===== src/rtl/fts_pkg.sv =====
package fts_pkg;

  localparam int unsigned STATE_W = 3;

  typedef enum logic [STATE_W-1:0] {
    ST_RUN        = 3'd0,
    ST_IDLE       = 3'd1,
    ST_FILL_DONE  = 3'd2,
    ST_BLOCKED    = 3'd3,
    ST_SQUASH     = 3'd4,
    ST_WAIT_RESP  = 3'd5,
    ST_WAIT_RETRY = 3'd6
  } fetch_state_e;

  typedef enum logic {
    POL_RR     = 1'b0,
    POL_SINGLE = 1'b1
  } fetch_pol_e;

  function automatic logic state_can_fetch(logic [STATE_W-1:0] s);
    return (s == ST_RUN) || (s == ST_IDLE) || (s == ST_FILL_DONE);
  endfunction

endpackage


===== src/rtl/fts_elig.sv =====
module fts_elig
  import fts_pkg::*;
#(
  parameter int unsigned N_THREADS = 4
) (
  input  logic [N_THREADS-1:0]         active_i,
  input  logic [N_THREADS*STATE_W-1:0] state_i,
  output logic [N_THREADS-1:0]         elig_o
);

  for (genvar t = 0; t < N_THREADS; t++) begin : g_thr
    assign elig_o[t] = active_i[t] && state_can_fetch(state_i[t*STATE_W +: STATE_W]);
  end

endmodule


===== src/rtl/fts_pick.sv =====
module fts_pick #(
  parameter int unsigned N_THREADS = 4,
  localparam int unsigned TID_W = (N_THREADS > 1) ? $clog2(N_THREADS) : 1,
  localparam int unsigned LIST_W = N_THREADS * TID_W
) (
  input  logic                 en_i,
  input  logic [N_THREADS-1:0] elig_i,
  input  logic [LIST_W-1:0]    list_i,
  output logic                 valid_o,
  output logic [TID_W-1:0]     tid_o,
  output logic [LIST_W-1:0]    list_o
);

  logic             found;
  logic [TID_W-1:0] pos;

  // first eligible entry from the front of the list
  always_comb begin
    found = 1'b0;
    pos   = '0;
    for (int i = 0; i < N_THREADS; i++) begin
      if (!found && elig_i[list_i[i*TID_W +: TID_W]]) begin
        found = 1'b1;
        pos   = TID_W'(i);
      end
    end
  end

  assign valid_o = en_i && found;
  assign tid_o   = list_i[pos*TID_W +: TID_W];

  // granted entry goes to the back, the tail behind it shifts forward
  always_comb begin
    list_o = list_i;
    if (valid_o) begin
      for (int i = 0; i < N_THREADS - 1; i++) begin
        if (TID_W'(i) >= pos) list_o[i*TID_W +: TID_W] = list_i[(i+1)*TID_W +: TID_W];
      end
      list_o[(N_THREADS-1)*TID_W +: TID_W] = tid_o;
    end
  end

endmodule


===== src/rtl/fts_sel.sv =====
module fts_sel
  import fts_pkg::*;
#(
  parameter int unsigned N_THREADS = 4,
  parameter int unsigned N_PICKS   = 2,
  localparam int unsigned TID_W  = (N_THREADS > 1) ? $clog2(N_THREADS) : 1,
  localparam int unsigned LIST_W = N_THREADS * TID_W
) (
  input  logic                         clk_i,
  input  logic                         rst_ni,
  input  logic                         policy_i,
  input  logic [N_THREADS-1:0]         active_i,
  input  logic [N_THREADS*STATE_W-1:0] state_i,
  input  logic                         drain_i,
  output logic [N_PICKS-1:0]           grant_valid_o,
  output logic [N_PICKS*TID_W-1:0]     grant_tid_o
);

  logic [N_THREADS-1:0] elig;
  logic [LIST_W-1:0]    list_q;
  logic [LIST_W-1:0]    list_d;
  logic                 single;

  assign single = (policy_i == POL_SINGLE);

  fts_elig #(.N_THREADS(N_THREADS)) u_elig (
    .active_i (active_i),
    .state_i  (state_i),
    .elig_o   (elig)
  );

  for (genvar k = 0; k < N_PICKS; k++) begin : g_slot
    logic              en_w;
    logic              pv_w;
    logic              gv_w;
    logic [TID_W-1:0]  ptid_w;
    logic [LIST_W-1:0] lin_w;
    logic [LIST_W-1:0] lout_w;

    if (k == 0) begin : g_head
      assign en_w  = !drain_i;
      assign lin_w = list_q;
    end else begin : g_tail
      assign en_w  = g_slot[k-1].gv_w;
      assign lin_w = g_slot[k-1].lout_w;
    end

    fts_pick #(.N_THREADS(N_THREADS)) u_pick (
      .en_i    (en_w),
      .elig_i  (elig),
      .list_i  (lin_w),
      .valid_o (pv_w),
      .tid_o   (ptid_w),
      .list_o  (lout_w)
    );

    assign gv_w = single ? en_w : pv_w;
    assign grant_valid_o[k]               = gv_w;
    assign grant_tid_o[k*TID_W +: TID_W]  = single ? '0 : ptid_w;


    grant_elig_chk: assert property (@(posedge clk_i) disable iff (!rst_ni)
      (gv_w && !single) |-> (active_i[grant_tid_o[k*TID_W +: TID_W]] &&
        state_i[grant_tid_o[k*TID_W +: TID_W]*STATE_W +: STATE_W] <= ST_FILL_DONE));

    if (k > 0) begin : g_ord

      slot_order_chk: assert property (@(posedge clk_i) disable iff (!rst_ni)
        grant_valid_o[k] |-> grant_valid_o[k-1]);
    end
  end

  assign list_d = g_slot[N_PICKS-1].lout_w;

  always_ff @(posedge clk_i or negedge rst_ni) begin
    if (!rst_ni) begin
      for (int i = 0; i < N_THREADS; i++) list_q[i*TID_W +: TID_W] <= TID_W'(i);
    end else if (!single) begin
      list_q <= list_d;
    end
  end

  logic [N_THREADS-1:0] occ;
  always_comb begin
    occ = '0;
    for (int i = 0; i < N_THREADS; i++) occ[list_q[i*TID_W +: TID_W]] = 1'b1;
  end


  list_perm_chk: assert property (@(posedge clk_i) disable iff (!rst_ni)
    $countones(occ) == N_THREADS);


  no_grant_hold_chk: assert property (@(posedge clk_i) disable iff (!rst_ni)
    !grant_valid_o[0] |=> $stable(list_q));


  drain_quiet_chk: assert property (@(posedge clk_i) disable iff (!rst_ni)
    drain_i |-> (grant_valid_o == '0));


  policy_static_chk: assert property (@(posedge clk_i) disable iff (!rst_ni)
    $stable(policy_i));


  single_cfg_chk: assert property (@(posedge clk_i) disable iff (!rst_ni)
    single |-> (N_THREADS == 1));

endmodule


===== config.mk =====
export PLATFORM = sky130hd
export DESIGN_NAME = fts_sel
export DESIGN_NICKNAME = d
export VERILOG_FILES = /design/src/rtl/fts_pkg.sv /design/src/rtl/fts_elig.sv /design/src/rtl/fts_pick.sv /design/src/rtl/fts_sel.sv
export SDC_FILE = /design/constraint.sdc
export NUM_CORES = 1
export LEC_CHECK = 0
export ABC_AREA = 1
export BUFFER_PORTS_ARGS = -buffer_cell sky130_fd_sc_hd__buf_4
export CORE_ASPECT_RATIO = 2
export CORE_MARGIN = 1
export CORE_UTILIZATION = 45
export CTS_BUF_LIST = sky130_fd_sc_hd__clkbuf_8
export DETAILED_ROUTE_END_ITERATION = 6
export MAX_ROUTING_LAYER = met4
export PLACE_DENSITY = 0.65
export SLEW_MARGIN = 20
export SYNTH_ARGS = -nofsm -noshare
export SYNTH_HDL_FRONTEND = slang
export SYNTH_SLANG_ARGS = --single-unit

===== constraint.sdc =====
create_clock -name clk_i -period 3 [get_ports clk_i]
set_input_delay 0.15 -clock clk_i [delete_from_list [all_inputs] [get_ports clk_i]]
set_output_delay 0.15 -clock clk_i [all_outputs]
set_load 0.01 [all_outputs]

==> flow_summary.yaml <==
detailed_routing:
  routedWlPerCell_um: 16.4
  met1_length_um: 1620
  highest_layer: "met4"
  drt_iter0_drc: 71
  drt-total-wl_um: 4490
  vias: 1606
  first_pass_iters: 4
  ant_nets: 0
  routed-wl-met2_um: 2410
  wl_met3_um: 159
  drc_errors: 0
  via_per_inst: 5.86
cts:
  htree_levels: 1
  clkSinkCount: 8
  cts_tree: "done"
  insertion_delay_ns: 0.25
  clockBufferDepth: 2
  cts_root_buffer: "clkbuf_8"
  clk_pin_slew_ns: 0.06
  cts_buffers: 3
final_layout:
  drive_gt1_share_pct: 38.1
  insertedDiodeCount: 0
  finalInstanceArea_mm2: 0.00167
  utilization_pct: 56.8
  largest_register_ff_count: 8
  fillers: 324
  nets: 265
  synthToLayoutAreaGrowth_pct: 21.7
die:
  dieArea_mm2: 0.00329
  die_w_um: 41.1
  initial_core_util_pct: 46.7
  core.rowCount: 28
  fp.coreArea_mm2: 0.00294
  io_pins: 26
  fp.dieH_um: 80.2
synth:
  synthCells: 215
  synth_top_area_share_pct: 17.7
  synth_fp_nets: 235
  syn_area_mm2: 0.00138
  async_flop_share_pct: 100
  ys_ff_latch: 8
  yosysMostFrequentCell: "nand2_1"
  ys_top_cells_by_count: "65 x nand2_1, 36 x nand3_1, 14 x inv_1, 14 x nand3_2, 12 x inv_2"
  synth_edf_count: 0
  synthTopCellsByArea: "nand2_1 18%, nand3_1 13%, nand3_2 10%, dfstp_2 7.6%, dfrtp_1 7.3%"
  avgSynthCellArea_um2: 6.40
  synth-seq-area-share_pct: 14.9
  synth.largest_area_cell: "nand2_1"
  yosysWarnings: 0
  synthFlopType: "dfstp_2"
  synth_cell_types: 28
setup_path:
  critPathSlowestCell: "dfstp_2"
  critPathArrivalTime_ns: 2.68
  cp_top_family: "simple AND/OR/NAND/NOR gates"
  crit_chain: "inv_2, nand2_1, nand3_2, nand2_4, inv_2, nand2_4, nand2_4, nand2_4, nand2_2, nand2_2, nand2_1, nand3_2, nand3_4, nor2_4, nand2_4, nand3_1, nand3_2, a21oi_1, buf_4"
  crit_buf_inv: 3
  crit_top_cell: "nand2_4"
  path_max_fanout: 7
  worstRegToRegCells: 13
  critPathKind: "reg -> out"
  start_kind: "flip-flop"
  slowest_delay_ns: 0.56
  path_depth: 19
  end_kind: "primary output"
  required_ns: 2.85
sta:
  min_period_ns: 2.83
  relSlewSlack_pct: 69.6
  worst_clock_skew_ns: 0.0126
  fin_hold_ws_ns: 0.170
  setup_ws_ns: 0.172
  rsz0062_at_grt: "false"
  setup_tns_ns: 0
  fin_crit_sh_pct: 94.3
  setup_viol: 0
  worst_pin_slew_ns: 0.453
  hold_viol: 0
  fmax_ghz: 0.354
  finalMaxSlewViolations: 0
job:
  max_cap_violations: 0
grt:
  grt_max_degree: 15
  grtUsageTotal_pct: 31.8
  grt_overflow: 0
  grt_pass1_wl_um: 6780
  antenna_found_initial: 0
  grt_pass1_vias: 1510
place:
  dpl-instance-area_mm2: 0.00157
  port_buffers: 25
  hpwlAfterDp_um: 3630
  gp_congestion: 0.907
  dp_slack_ns: 0.312
worst_hold_path:
  hold_depth: 3
  hp-class: "in -> reg"
power_and_ir_drop:
  powerDensity_mw_per_mm2: 1570
  peakVddDrop_uv: 961
  leakage_nw: 0.882
status:
  outcome: "finished clean"
==> area by class of cell <==
class                   instances  area, um^2  share of cell area (%)
clock buffers                   3        41.3                    2.47
clock inverters                 1        3.75                   0.224
inverters                      28         110                    6.58
multi-input cells             175        1050                    63.0
flip-flops and latches          8         206                    12.3
well taps                      30        37.5                    2.24
repair buffers                 29         220                    13.2
==> what timing repair did <==
item                                    4_1_cts  5_1_grt
hold buffers                                  1        0
hold endpoints to repair                      8        0
endpoints found under the setup margin        0        2
resized for setup                             0        7
setup buffers                                 0        3
==> placed cells by master, fill, tap and decap left out, types with 2 or more instances in the layout <==
cell type,instances
nand2_1,63
nand3_1,35
buf_4,28
inv_1,15
nand3_2,15
inv_2,11
nand2_2,9
nand2_4,8
nand4_1,8
a21oi_1,7
o21ai_1,6
o21ai_0,5
o21ai_2,4
o211ai_1,4
dfstp_2,4
clkbuf_8,3
dfrtp_1,3
inv_4,2
o21ai_4,2
nor2_4,2
o22ai_1,2
==> report_power, final <==
group	switching, W	total [W]	internal (W)
clock	0.0000640	0.000154	0.0000903
combinational	0.00140	0.00220	0.000797
sequential	0.0000844	0.000272	0.000188
==> path summary, 6_finish.rpt <==
path	slack, ns	end	startpoint
setup reg to reg	0.49	g_slot[0].lin_w[0]$_DFFE_PN0N_	g_slot[0].lin_w[2]$_DFFE_PN1N_
hold / removal	0.17	g_slot[0].lin_w[6]$_DFFE_PN1N_	policy_i
min in group asynchronous	0.25	g_slot[0].lin_w[1]$_DFFE_PN0N_	rst_ni
hold reg to reg	0.48	g_slot[0].lin_w[6]$_DFFE_PN1N_	g_slot[0].lin_w[6]$_DFFE_PN1N_
setup / recovery	0.17	grant_tid_o[3]	g_slot[0].lin_w[2]$_DFFE_PN1N_
max in group asynchronous	2.52	g_slot[0].lin_w[7]$_DFFE_PN1N_	rst_ni
==> routing by layer <==
| metal | GRT usage, % | vias to the layer above |
|---|---|---|
| met4 | 21.3 | 0 |
| li1 | - | 785 |
| met1 | 29.4 | 739 |
| met3 | 3.04 | 23 |
| met2 | 55.2 | 59 |
| met5 | - | - |
==> worst register-to-register path, cell delays in order (launching register included) <==
cell and delay [ns]:
dfstp_2 0.56, inv_2 0.07, nand2_1 0.08, nand3_2 0.10
nand2_4 0.13, nor2_8 0.06, nor2_4 0.15, nand2_4 0.10
o21ai_2 0.21, nand3_2 0.15, nand4_2 0.20, nand3_1 0.17
o211ai_1 0.23, o21ai_1 0.14
==> per-stage QoR <==
step | cells | power, W
after floorplan | 215 | 0.00191
after global placement | 266 | 0.00241
after detailed placement | 266 | 0.00240
after CTS | 271 | 0.00255
after global routing | 274 | 0.00286
final | 274 | 0.00263
==> cells by family after synthesis <==
kind of cell,count (synthesis),synth area share (%)
flops,8,14.9
compound gates,31,15.1
buf+inv,32,10.0
simple gates,144,60.0
No activity file was read; power rests on OpenSTA's default activity.
